## src/rtl/rse_pkg.sv

```systemverilog
package rse_pkg;
  localparam int TS_W   = 32;
  localparam int FRAC_W = 24;
  localparam int INT_W  = 4;
  localparam int STEP_W = INT_W + FRAC_W;
  localparam int PI_W   = 16;
  localparam int FIX_W  = PI_W + FRAC_W;
  localparam int ACC_W  = FIX_W + 2;
  localparam int SH_W   = 6;

  typedef logic [TS_W-1:0]          ts_t;
  typedef logic [STEP_W-1:0]        step_t;
  typedef logic signed [FIX_W-1:0]  fix_t;
  typedef logic signed [ACC_W-1:0]  acc_t;

  // elapsed stamps, modulo 2^TS_W
  function automatic ts_t ts_span(ts_t newest, ts_t oldest);
    return newest - oldest;
  endfunction

  // right shift of the magnitude, sign restored (truncation toward zero)
  function automatic fix_t shr_tz(fix_t x, logic [SH_W-1:0] sh);
    fix_t mag;
    if (x < 0) begin
      mag = -x;
      return -(mag >>> sh);
    end
    return x >>> sh;
  endfunction

  function automatic step_t sat_step(acc_t v, int lo, int hi);
    if (v < acc_t'(lo)) return step_t'(lo);
    if (v > acc_t'(hi)) return step_t'(hi);
    return step_t'(v);
  endfunction

  function automatic fix_t clamp_fix(acc_t v, int lim);
    if (v > acc_t'(lim))  return fix_t'(lim);
    if (v < -acc_t'(lim)) return -fix_t'(lim);
    return fix_t'(v);
  endfunction
endpackage

```

## src/rtl/rse_hist.sv

```systemverilog
module rse_hist
  import rse_pkg::*;
#(
  parameter int DEPTH = 16
) (
  input  logic clk,
  input  logic rst_n,
  input  logic cap,
  input  ts_t  stamp,
  output logic full,
  output ts_t  span
);
  localparam int CW = $clog2(DEPTH + 1);

  ts_t           mem [DEPTH];
  logic [CW-1:0] fill;

  always_ff @(posedge clk) begin
    if (!rst_n) mem[0] <= '0;
    else if (cap) mem[0] <= stamp;
  end

  for (genvar gi = 1; gi < DEPTH; gi++) begin : g_shift
    always_ff @(posedge clk) begin
      if (!rst_n) mem[gi] <= '0;
      else if (cap) mem[gi] <= mem[gi-1];
    end
  end

  always_ff @(posedge clk) begin
    if (!rst_n) fill <= '0;
    else if (cap && fill != CW'(DEPTH)) fill <= fill + 1'b1;
  end

  assign full = (fill == CW'(DEPTH));
  assign span = ts_span(mem[0], mem[DEPTH-1]);

  AST_FULL_STICKY: assert property (@(posedge clk) disable iff (!rst_n)
    full |=> full);
endmodule

```

## src/rtl/rse_div.sv

```systemverilog
module rse_div
  import rse_pkg::*;
#(
  parameter int STEP_MIN = 1 << 20,
  parameter int STEP_MAX = 8 << 24
) (
  input  logic  clk,
  input  logic  rst_n,
  input  logic  start,
  input  ts_t   num,
  input  ts_t   den,
  output logic  busy,
  output step_t nom,
  output logic  nom_valid
);
  localparam int DW = TS_W + FRAC_W;
  localparam int CW = $clog2(DW + 1);

  ts_t           den_q;
  logic [TS_W:0] rem, rem_sh, rem_nx;
  logic [DW-1:0] dvd, quo, quo_nx;
  logic [CW-1:0] cnt;
  logic          ge;

  always_comb begin
    rem_sh = {rem[TS_W-1:0], dvd[DW-1]};
    ge     = (rem_sh >= {1'b0, den_q});
    rem_nx = ge ? rem_sh - {1'b0, den_q} : rem_sh;
    quo_nx = {quo[DW-2:0], ge};
  end

  function automatic step_t sat_quo(logic [DW-1:0] q);
    if (q > DW'(STEP_MAX)) return step_t'(STEP_MAX);
    if (q < DW'(STEP_MIN)) return step_t'(STEP_MIN);
    return step_t'(q);
  endfunction

  always_ff @(posedge clk) begin
    if (!rst_n) begin
      busy <= 1'b0; nom <= '0; nom_valid <= 1'b0;
      den_q <= '0; rem <= '0; dvd <= '0; quo <= '0; cnt <= '0;
    end else if (!busy) begin
      if (start) begin
        den_q <= den;
        dvd   <= {num, {FRAC_W{1'b0}}};
        rem   <= '0;
        quo   <= '0;
        cnt   <= CW'(DW);
        busy  <= 1'b1;
      end
    end else begin
      rem <= rem_nx;
      quo <= quo_nx;
      dvd <= dvd << 1;
      cnt <= cnt - 1'b1;
      if (cnt == CW'(1)) begin
        busy      <= 1'b0;
        nom       <= sat_quo(quo_nx);
        nom_valid <= 1'b1;
      end
    end
  end

  // independent run-length counter for the busy window
  logic [CW:0] run_len;
  always_ff @(posedge clk) begin
    if (!rst_n || !busy) run_len <= '0;
    else run_len <= run_len + 1'b1;
  end

  AST_BUSY_LEN: assert property (@(posedge clk) disable iff (!rst_n)
    $fell(busy) |-> (run_len == (CW+1)'(DW)));
  AST_NOM_RANGE: assert property (@(posedge clk) disable iff (!rst_n)
    nom_valid |-> (nom >= step_t'(STEP_MIN) && nom <= step_t'(STEP_MAX)));
endmodule

```

## src/rtl/rse_servo.sv

```systemverilog
module rse_servo
  import rse_pkg::*;
#(
  parameter int STEP_MIN  = 1 << 20,
  parameter int STEP_MAX  = 8 << 24,
  parameter int INTEG_LIM = 1 << 22
) (
  input  logic            clk,
  input  logic            rst_n,
  input  logic            in_evt,
  input  logic            out_evt,
  input  step_t           nom,
  input  logic            nom_valid,
  input  logic [SH_W-1:0] kp_sh,
  input  logic [SH_W-1:0] ki_sh,
  input  logic [PI_W-1:0] lag,
  output step_t           step_q,
  output logic            live
);
  logic [PI_W-1:0] in_cnt;
  fix_t out_ptr, integ, ref_pos, err, integ_nx, p_term, i_term;
  acc_t sum;
  step_t step_nx;

  always_comb begin
    ref_pos  = fix_t'({in_cnt - lag, {FRAC_W{1'b0}}});
    err      = out_ptr - ref_pos;
    integ_nx = clamp_fix(acc_t'(integ) + acc_t'(err), INTEG_LIM);
    p_term   = shr_tz(err, kp_sh);
    i_term   = shr_tz(integ_nx, ki_sh);
    sum      = acc_t'({1'b0, nom}) - acc_t'(p_term) - acc_t'(i_term);
    step_nx  = sat_step(sum, STEP_MIN, STEP_MAX);
  end

  always_ff @(posedge clk) begin
    if (!rst_n) in_cnt <= '0;
    else if (in_evt) in_cnt <= in_cnt + 1'b1;
  end

  always_ff @(posedge clk) begin
    if (!rst_n) begin
      live <= 1'b0; step_q <= '0; out_ptr <= '0; integ <= '0;
    end else if (out_evt && nom_valid) begin
      if (!live) begin
        live    <= 1'b1;
        step_q  <= nom;
        integ   <= '0;
        out_ptr <= ref_pos + fix_t'({{(FIX_W-STEP_W){1'b0}}, nom});
      end else begin
        step_q  <= step_nx;
        integ   <= integ_nx;
        out_ptr <= out_ptr + fix_t'({{(FIX_W-STEP_W){1'b0}}, step_nx});
      end
    end
  end

  AST_INTEG_CLAMP: assert property (@(posedge clk) disable iff (!rst_n)
    (integ <= fix_t'(INTEG_LIM)) && (integ >= -fix_t'(INTEG_LIM)));
  AST_STEP_RANGE: assert property (@(posedge clk) disable iff (!rst_n)
    live |-> (step_q >= step_t'(STEP_MIN) && step_q <= step_t'(STEP_MAX)));
endmodule

```

## src/rtl/resamp_step_est.sv

```systemverilog
module resamp_step_est
  import rse_pkg::*;
#(
  parameter int HIST_DEPTH = 16,
  parameter int STEP_MIN   = 1 << 20,
  parameter int STEP_MAX   = 8 << 24,
  parameter int INTEG_LIM  = 1 << 22
) (
  input  logic              clk,
  input  logic              rst_n,
  input  logic              in_evt,
  input  logic              out_evt,
  input  logic [STEP_W-1:0] default_step,
  input  logic [SH_W-1:0]   kp_shift,
  input  logic [SH_W-1:0]   ki_shift,
  input  logic [PI_W-1:0]   lag_target,
  output logic [STEP_W-1:0] step_out,
  output logic              ratio_valid,
  output logic              div_busy
);
  ts_t   ts_cnt, span_in, span_out;
  logic  in_full, out_full, div_start, nom_valid, live;
  step_t nom, step_q;

  always_ff @(posedge clk) begin
    if (!rst_n) ts_cnt <= '0;
    else ts_cnt <= ts_cnt + 1'b1;
  end

  rse_hist #(.DEPTH(HIST_DEPTH)) u_hin (
    .clk(clk), .rst_n(rst_n), .cap(in_evt), .stamp(ts_cnt),
    .full(in_full), .span(span_in));

  rse_hist #(.DEPTH(HIST_DEPTH)) u_hout (
    .clk(clk), .rst_n(rst_n), .cap(out_evt), .stamp(ts_cnt),
    .full(out_full), .span(span_out));

  assign div_start = out_evt && in_full && out_full && !div_busy;

  rse_div #(.STEP_MIN(STEP_MIN), .STEP_MAX(STEP_MAX)) u_div (
    .clk(clk), .rst_n(rst_n), .start(div_start), .num(span_out),
    .den(span_in), .busy(div_busy), .nom(nom), .nom_valid(nom_valid));

  rse_servo #(.STEP_MIN(STEP_MIN), .STEP_MAX(STEP_MAX), .INTEG_LIM(INTEG_LIM)) u_srv (
    .clk(clk), .rst_n(rst_n), .in_evt(in_evt), .out_evt(out_evt),
    .nom(nom), .nom_valid(nom_valid), .kp_sh(kp_shift), .ki_sh(ki_shift),
    .lag(lag_target), .step_q(step_q), .live(live));

  assign step_out    = live ? step_q : default_step;
  assign ratio_valid = live;

  AST_LIVE_NEEDS_FULL: assert property (@(posedge clk) disable iff (!rst_n)
    ratio_valid |-> (in_full && out_full));
  AST_HOLD_NO_OUT: assert property (@(posedge clk) disable iff (!rst_n)
    (ratio_valid && !out_evt) |=> $stable(step_out));
endmodule

```

## config.mk

```make
export PLATFORM = sky130hd
export DESIGN_NAME = resamp_step_est
export DESIGN_NICKNAME = d
export VERILOG_FILES = /design/src/rtl/rse_pkg.sv /design/src/rtl/rse_hist.sv /design/src/rtl/rse_div.sv /design/src/rtl/rse_servo.sv /design/src/rtl/resamp_step_est.sv
export SDC_FILE = /design/constraint.sdc
export NUM_CORES = 2
export LEC_CHECK = 0
export ABC_CLOCK_PERIOD_IN_PS = 30100
export BUFFER_PORTS_ARGS = -buffer_cell sky130_fd_sc_hd__buf_4
export CAP_MARGIN = 30
export CELL_PAD_IN_SITES_DETAIL_PLACEMENT = 1
export CELL_PAD_IN_SITES_GLOBAL_PLACEMENT = 1
export CORE_MARGIN = 2
export CORE_UTILIZATION = 30
export CTS_CLUSTER_DIAMETER = 100
export DETAILED_ROUTE_END_ITERATION = 6
export PLACE_DENSITY_LB_ADDON = 0.1
export RECOVER_POWER = 25
export SYNTH_ARGS = -nofsm -noshare
export SYNTH_HDL_FRONTEND = slang
export SYNTH_HIERARCHICAL = 1
export SYNTH_SLANG_ARGS = --single-unit
```

## constraint.sdc

```tcl
create_clock -name clk -period 30.1 [get_ports clk]
set_input_delay 1.505 -clock clk [delete_from_list [all_inputs] [get_ports clk]]
set_output_delay 1.505 -clock clk [all_outputs]
set_load 0.05 [all_outputs]
```

# [After elaboration in Yosys (flattened, before gate mapping)]
# Memory sizes are Yosys's and may differ from the RTL's.
# Index checks and enable logic that the tools add are counted.
[totals] register_bits=377 ram_bits=1024 output_inout_bits=30 elab_cells=186 memories=2
[mem_list] memory="u_hin.mem" depth=16 word_bits=32 read_ports=16 rd_clocked_by_memory_dff=0 write_ports=16 line="rse_hist.sv:15" rtl="ts_t mem [DEPTH];"
[mem_list] memory="u_hout.mem" depth=16 word_bits=32 read_ports=16 rd_clocked_by_memory_dff=0 write_ports=16 line="rse_hist.sv:15"
[classes] addsub=19 n_lt_le_gt_ge=9 eq_ne=5 n_shift=4 n_mux=88 bitwise=33 n_reduce_logical=10
[ops] cell="$mux W32" count=35
[ops] cell="$mux W40" count=10
[ops] cell="$mux W28" count=10
[ops] cell="$neg A40 Y40" count=4
[ops] cell="$sshr A40 B6 Y40" count=4
[ops] cell="$mux W56" count=2
[ops] cell="$mux W55" count=2
[ops] cell="$sub A32 B32 Y32" count=3
[ops] cell="$add A40 B29 Y40" count=2
[ops] cell="$lt A40 B1 Y1 const B" count=2
[ops] cell="$gt A56 B28 Y1 const B" count=1
[ops] cell="$lt A56 B21 Y1 const B" count=1
[ops] cell="$gt A42 B24 Y1 const B" count=1
[ops] cell="$gt A42 B29 Y1 const B" count=1
[ops] cell="$lt A42 B22 Y1 const B" count=1
[ops] cell="$lt A42 B23 Y1 const B" count=1
[ops] cell="$sub A41 B40 Y42" count=1
[ops] cell="$add A40 B40 Y41" count=1
[ops] cell="$sub A29 B40 Y41" count=1
[ops] cell="$sub A40 B40 Y40" count=1
[ops] cell="$ge A33 B32 Y1" count=1
[ops] cell="$add A32 B1 Y32 const B" count=1
[ops] cell="$or A1 B1 Y1" count=32
[ops] cell="$mux W1" count=27
[ops] cell="other kinds (13)" count=23

# [Depth between registers and ports, before layout]
[depth] ltp_word=21 depth_mapped=105 depth_no_buf=96

# [By module]
# The synthesis kept the hierarchy.
[by_module_without_submodules] mod="rse_servo" n_inst=1 cells_each=4413 area_per_inst_um2=29301.9
[by_module_without_submodules] mod="rse_hist (u_hout)" n_inst=1 cells_each=1436 area_per_inst_um2=21092.7
[by_module_without_submodules] mod="rse_hist (u_hin)" n_inst=1 cells_each=1434 area_per_inst_um2=21089.0
[by_module_without_submodules] mod="rse_div" n_inst=1 cells_each=1088 area_per_inst_um2=9261.4
[by_module_without_submodules] mod="resamp_step_est" n_inst=1 cells_each=201 area_per_inst_um2=1795.5

# [Worst setup path before layout]
# No wires, ideal clock.
[synth_timing] kind="input port to flip-flop" startpoint="input port lag_target[0]" endpoint="register u_srv.out_ptr[36]" arrival_time_ps=20975 slack_ps=9049 cell_stages=102 n_path_buf=9 path_cell_list="ha_1 inv_1 fa_1 a21o_1 a41o_1 a211o_1 and3_1 o21a_1 o21ai_0 nand2b_1 a21oi_1 o21bai_1 a21oi_1 xor2_1 ha_1 inv_1 nor3_1 a31oi_1 (+66 left out) o21bai_1 a21oi_1 o21bai_1 a21oi_1 o21bai_1 a21oi_1 o21bai_1 a21oi_1 o211a_1 o31ai_1 o41ai_1 o21ai_0 a31o_2 nor2b_1 nand2_1 and2_1 o21ai_0 a21boi_0"
[synth_via] elab_chain_cells=21
[synth_rtl] element="from (decl)" line="resamp_step_est.sv:16" rtl="input logic [PI_W-1:0] lag_target,"
[synth_rtl] element="$sub A16 B16 Y16 *" line="rse_servo.sv:26" rtl="ref_pos = fix_t'({in_cnt - lag, {FRAC_W{1'b0}}});"
[synth_rtl] element="$sub A40 B40 Y40" line="rse_servo.sv:27" rtl="err = out_ptr - ref_pos;"
[synth_rtl] element="$add A40 B40 Y41" line="rse_servo.sv:28" rtl="integ_nx = clamp_fix(acc_t'(integ) + acc_t'(err), INTEG_LIM);"
[synth_rtl] element="$lt A42 B23 Y1" line="rse_pkg.sv:39" rtl="if (v < -acc_t'(lim)) return -fix_t'(lim);"
[synth_rtl] element="$mux W1 (2 in series)" line="rse_pkg.sv:39"
[synth_rtl] element="$mux W40" line="rse_pkg.sv:40" rtl="return fix_t'(v);"
[synth_rtl] element="$mux W40" line="rse_pkg.sv:39"
[synth_rtl] element="$neg A40 Y40" line="rse_pkg.sv:25" rtl="mag = -x;"
[synth_rtl] element="(+3 left out)"
[synth_rtl] element="$mux W40" line="rse_pkg.sv:28" rtl="return x >>> sh;"
[synth_rtl] element="$sub A41 B40 Y42" line="rse_servo.sv:31" rtl="sum = acc_t'({1'b0, nom}) - acc_t'(p_term) - acc_t'(i_term);"
[synth_rtl] element="$gt A42 B29 Y1" line="rse_pkg.sv:33" rtl="if (v > acc_t'(hi)) return step_t'(hi);"
[synth_rtl] element="$mux W1 (2 in series)" line="rse_pkg.sv:33"
[synth_rtl] element="$mux W28" line="rse_pkg.sv:34" rtl="return step_t'(v);"
[synth_rtl] element="$mux W28" line="rse_pkg.sv:33"
[synth_rtl] element="$add A40 B29 Y40" line="rse_servo.sv:52" rtl="out_ptr <= out_ptr + fix_t'({{(FIX_W-STEP_W){1'b0}}, step_nx});"
[synth_rtl] element="$mux W40 *" line="rse_servo.sv:44" rtl="if (!live) begin"
[synth_rtl] element="to (signal assigned)" line="rse_servo.sv:48" rtl="out_ptr <= ref_pos + fix_t'({{(FIX_W-STEP_W){1'b0}}, nom});"
[synth_rtl] element="to (signal assigned)" line="rse_servo.sv:52"
[synth_rtl] element="to (decl)" line="rse_servo.sv:21" rtl="fix_t out_ptr, integ, ref_pos, err, integ_nx, p_term, i_term;"
# Every way passes the cells marked *; elsewhere a longest branch is shown, timed or not. The select of a mux whose other input is x is not followed.
# A chain may end at the register's enable or synchronous reset.

# [Worst setup path after layout]
# Same ends and word-level chain as after synthesis.

==> results.ini <==
[outcome]
status = complete, but fails checks
violations = max-capacitance violations, max-slew violations

[synth]
synth_top_family_by_area = simple AND/OR/NAND/NOR gates
synthFlopType = edfxtp_1
ys_async_sr_fraction = 0
synth_xor_area_frac = 0.0342
ys_ff_latch = 1378
seq_area_frac_synth = 0.458
synthAdderAreaFrac = 0.0488
synthTopCellsByArea = edfxtp_1, dfxtp_1, and3_1, ha_1, a21oi_1
ys_warn_count = 6
synthDistinctLibCells = 129
syn_area_um2 = 82500
ys_top_cells_by_count = and3_1, edfxtp_1, nand2_1, a21oi_1, clkbuf_1
yosysTopAreaCellShare = 0.373
synth_nets = 8932
syn_area_per_cell_um2 = 9.63
syn_inst = 8572
yosysMostFrequentCell = and3_1
yosys.area_share.simple = 0.214
synth_mux_area_frac = 0.0373
synth-edff-count = 1024
yosysTopAreaCell = edfxtp_1
synth-compound-area-share = 0.162

[pwr]
netSwitchingFraction = 0.288
power_leakage_uw = 0.0384
ir_drop_mv = 0.0446
power.internal_uw = 3570
seqPwrFrac = 0.429
p_sw_uw = 1450
p_per_area_nw_per_um2 = 54.6
pwr-share-clk = 0.395
p_comb_frac = 0.175

[worst_setup_path]
cp.arrival_ps = 25370
r2r_setup_slack_ps = 5720
crit_path_start_kind = primary input
critPathKind = in -> reg
cp_common_cell = a21oi_1
max_stage_delay_ps = 780
r2r_cells = 95
slowest_stage = nand3_1
worst-path-max-fanout = 50
r2r_end = u_srv/out_ptr[36]
end_kind = flop
r2r-start = u_srv/in_cnt[0]
worstPathRequired_ps = 30790

[detailed_routing]
drt-initial-drc-count = 4759
vias = 65900
firstDrtPassIters = 7
drtAntennaViolNets = 0
drc = 0
viasPerCell = 5.46
wire_per_inst_um = 24.5
wl_mm = 296

[placed_design]
place_inst = 11800
portBuffers = 89
gp_congestion = 0.891
hpwl_mm = 210

[timing]
finClkSkew_ps = 71.5
tightest_slew_ps = 6040
hold_viol = 0
report.final.slew_viol_count = 1351
setup_viol = 0
fin_tns_setup_ps = 0
slew_headroom = -3.02
max_freq_ghz = 0.0405
rsz0062_at_grt = false
fin_crit_ps = 24680
finalCritPeriodShare = 0.820

[clocking]
cts_setup_buffers = 0
cts_sinks = 1378
cts.reportedPaths.clkPinSlew_ps = 50
root_buffer = clkbuf_16
cts_tree = yes
clockBufferDepth = 4
clk_latency_ps = 820
cts_htree_levels = 4
cts-resized-gates = 0
cts_buffers = 170
hold_buffers = 0

[global_routing]
grtUsageMet3 = 0.0203
met1_usage = 0.279
antenna_found_initial = 5
grt_pass1_wl_mm = 447
grtUsageTotal = 0.206
grt_pass1_vias = 67800
use_met2 = 0.344
grt_max_degree = 267
gr-total-overflow = 0
grt_busiest_layer = met2

[die]
num_rows = 192
initial_core_util = 0.302
ios = 90
die-area_um2 = 279000
dieWidth_um = 529
core_area_um2 = 274000
fp.dieH_um = 529

[layout]
drive_above_1_share = 0.0846
instances_no_fill = 12100
final_nets = 8704
area_growth_pct = 11.3
fill_cells = 30700

[hold_path]
min_delay_path_depth = 2
hold_end = u_div/den_q[4]
hp-start = u_div/den_q[4]
holdCritPathClass = reg -> reg

[job]
max-cap-violations = 18

metrics by stage:
step	util	setup slack, ps	instance area, µm²	power [µW]	hold slack (ps)
finish	0.336	5420	91800	5020	465
global route	0.336	3720	91800	5260	490
CTS	0.336	5580	91900	5100	471
detailed placement	0.317	4860	86600	3070	461
global placement	0.316	5330	86400	3070	460
floorplan	-	9050	82500	2790	440
per-layer routing:
metal  up-vias  routed length [µm]  share of wire
met1     33200              137000           0.46
met4         2               10200          0.035
met5         -                  17       0.000058
met3       364                9210          0.031
li1      31300                   -              -
met2      1114              139000           0.47
cell usage in the layout, fill, tap and decap left out, drive strengths merged, types with 33 or more instances in the layout:
cell / count
nor3: 165
o22ai: 63
xnor2: 184
o21ai: 446
or4: 34
mux2i: 179
clkbuf: 232
dfxtp: 354
and2: 101
a21o: 97
buf: 227
or3: 70
nand3: 150
a22oi: 64
nor2: 539
nor4: 52
inv: 338
nand4: 93
a22o: 33
nor3b: 60
a21boi: 71
and3: 1084
o21bai: 37
ha: 264
or2: 36
clkinv: 66
edfxtp: 1024
o211ai: 63
nand2: 668
o21a: 54
xor2: 137
mux2: 72
a211oi: 84
o31ai: 46
nor2b: 131
a21oi: 579
fa: 36
a31oi: 78
nand2b: 49
critical path, delay by kind of cell:
family                     cells  cell delay, ps
muxes                          1             320
AOI/OAI and AO/OA             46           10430
adders and majority gates      9            3360
and+or+nand+nor               31            8010
xor gates and xnor gates       2             470
buffers and inverters          6            1170
state kept, by name, indices dropped and copies added, names as in the netlist, 5 cells and up:
register	count
ts_cnt	32
u_div/cnt	6
u_srv/integ	40
u_hin/mem	512
u_hin/fill	5
u_div/nom	28
u_srv/out_ptr	40
u_srv/step_q	28
u_hout/fill	5
u_div/dvd	32
u_div/rem	32
u_hout/mem	512
u_srv/in_cnt	16
u_div/quo	55
u_div/den_q	32
layout make-up:
| cell class | instances | area [µm²] | share of cell area |
|---|---|---|---|
| well taps | 3589 | 4490 | 0.0489 |
| clock buffers | 214 | 4510 | 0.0491 |
| flip-flops and latches | 1378 | 37800 | 0.412 |
| clock inverters | 88 | 811 | 0.00883 |
| diodes | 6 | 15.0 | 0.000163 |
| inverters | 335 | 1260 | 0.0137 |
| repair buffers | 245 | 1920 | 0.0209 |
| multi-input cells | 6214 | 41000 | 0.446 |
logic make-up after synthesis:
kind of cell,after synthesis
multiplexers,272
flip-flops,1378
AND/OR/NAND/NOR,3287
AO/OA/AOI/OAI,2034
buffers and inverters,980
adder cells (fa/ha/maj),300
XOR/XNOR,321
worst max-delay path by stage:
stage	from	end	slack, ps	cells past startpoint
6_report	lag_target[0]	u_srv/out_ptr[36]	5420	95
5_1_grt	lag_target[0]	u_srv/out_ptr[36]	3720	95
4_1_cts	lag_target[0]	u_srv/out_ptr[36]	5580	95
3_5_place_dp	lag_target[0]	u_srv/out_ptr[36]	4860	95
3_3_place_gp	lag_target[0]	u_srv/out_ptr[36]	5330	95
2_1_floorplan	lag_target[0]	u_srv/out_ptr[36]	9050	102
power by group through the flow:
stage / Clock [µW] / Combinational [µW] / Sequential (µW)
after floorplan: 0 / 570 / 2220
after global placement: 0 / 873 / 2190
after detailed placement: 0 / 875 / 2190
after CTS: 2070 / 881 / 2150
after global routing: 2140 / 960 / 2160
final: 1980 / 879 / 2150
(Power assumes the default switching activity.)
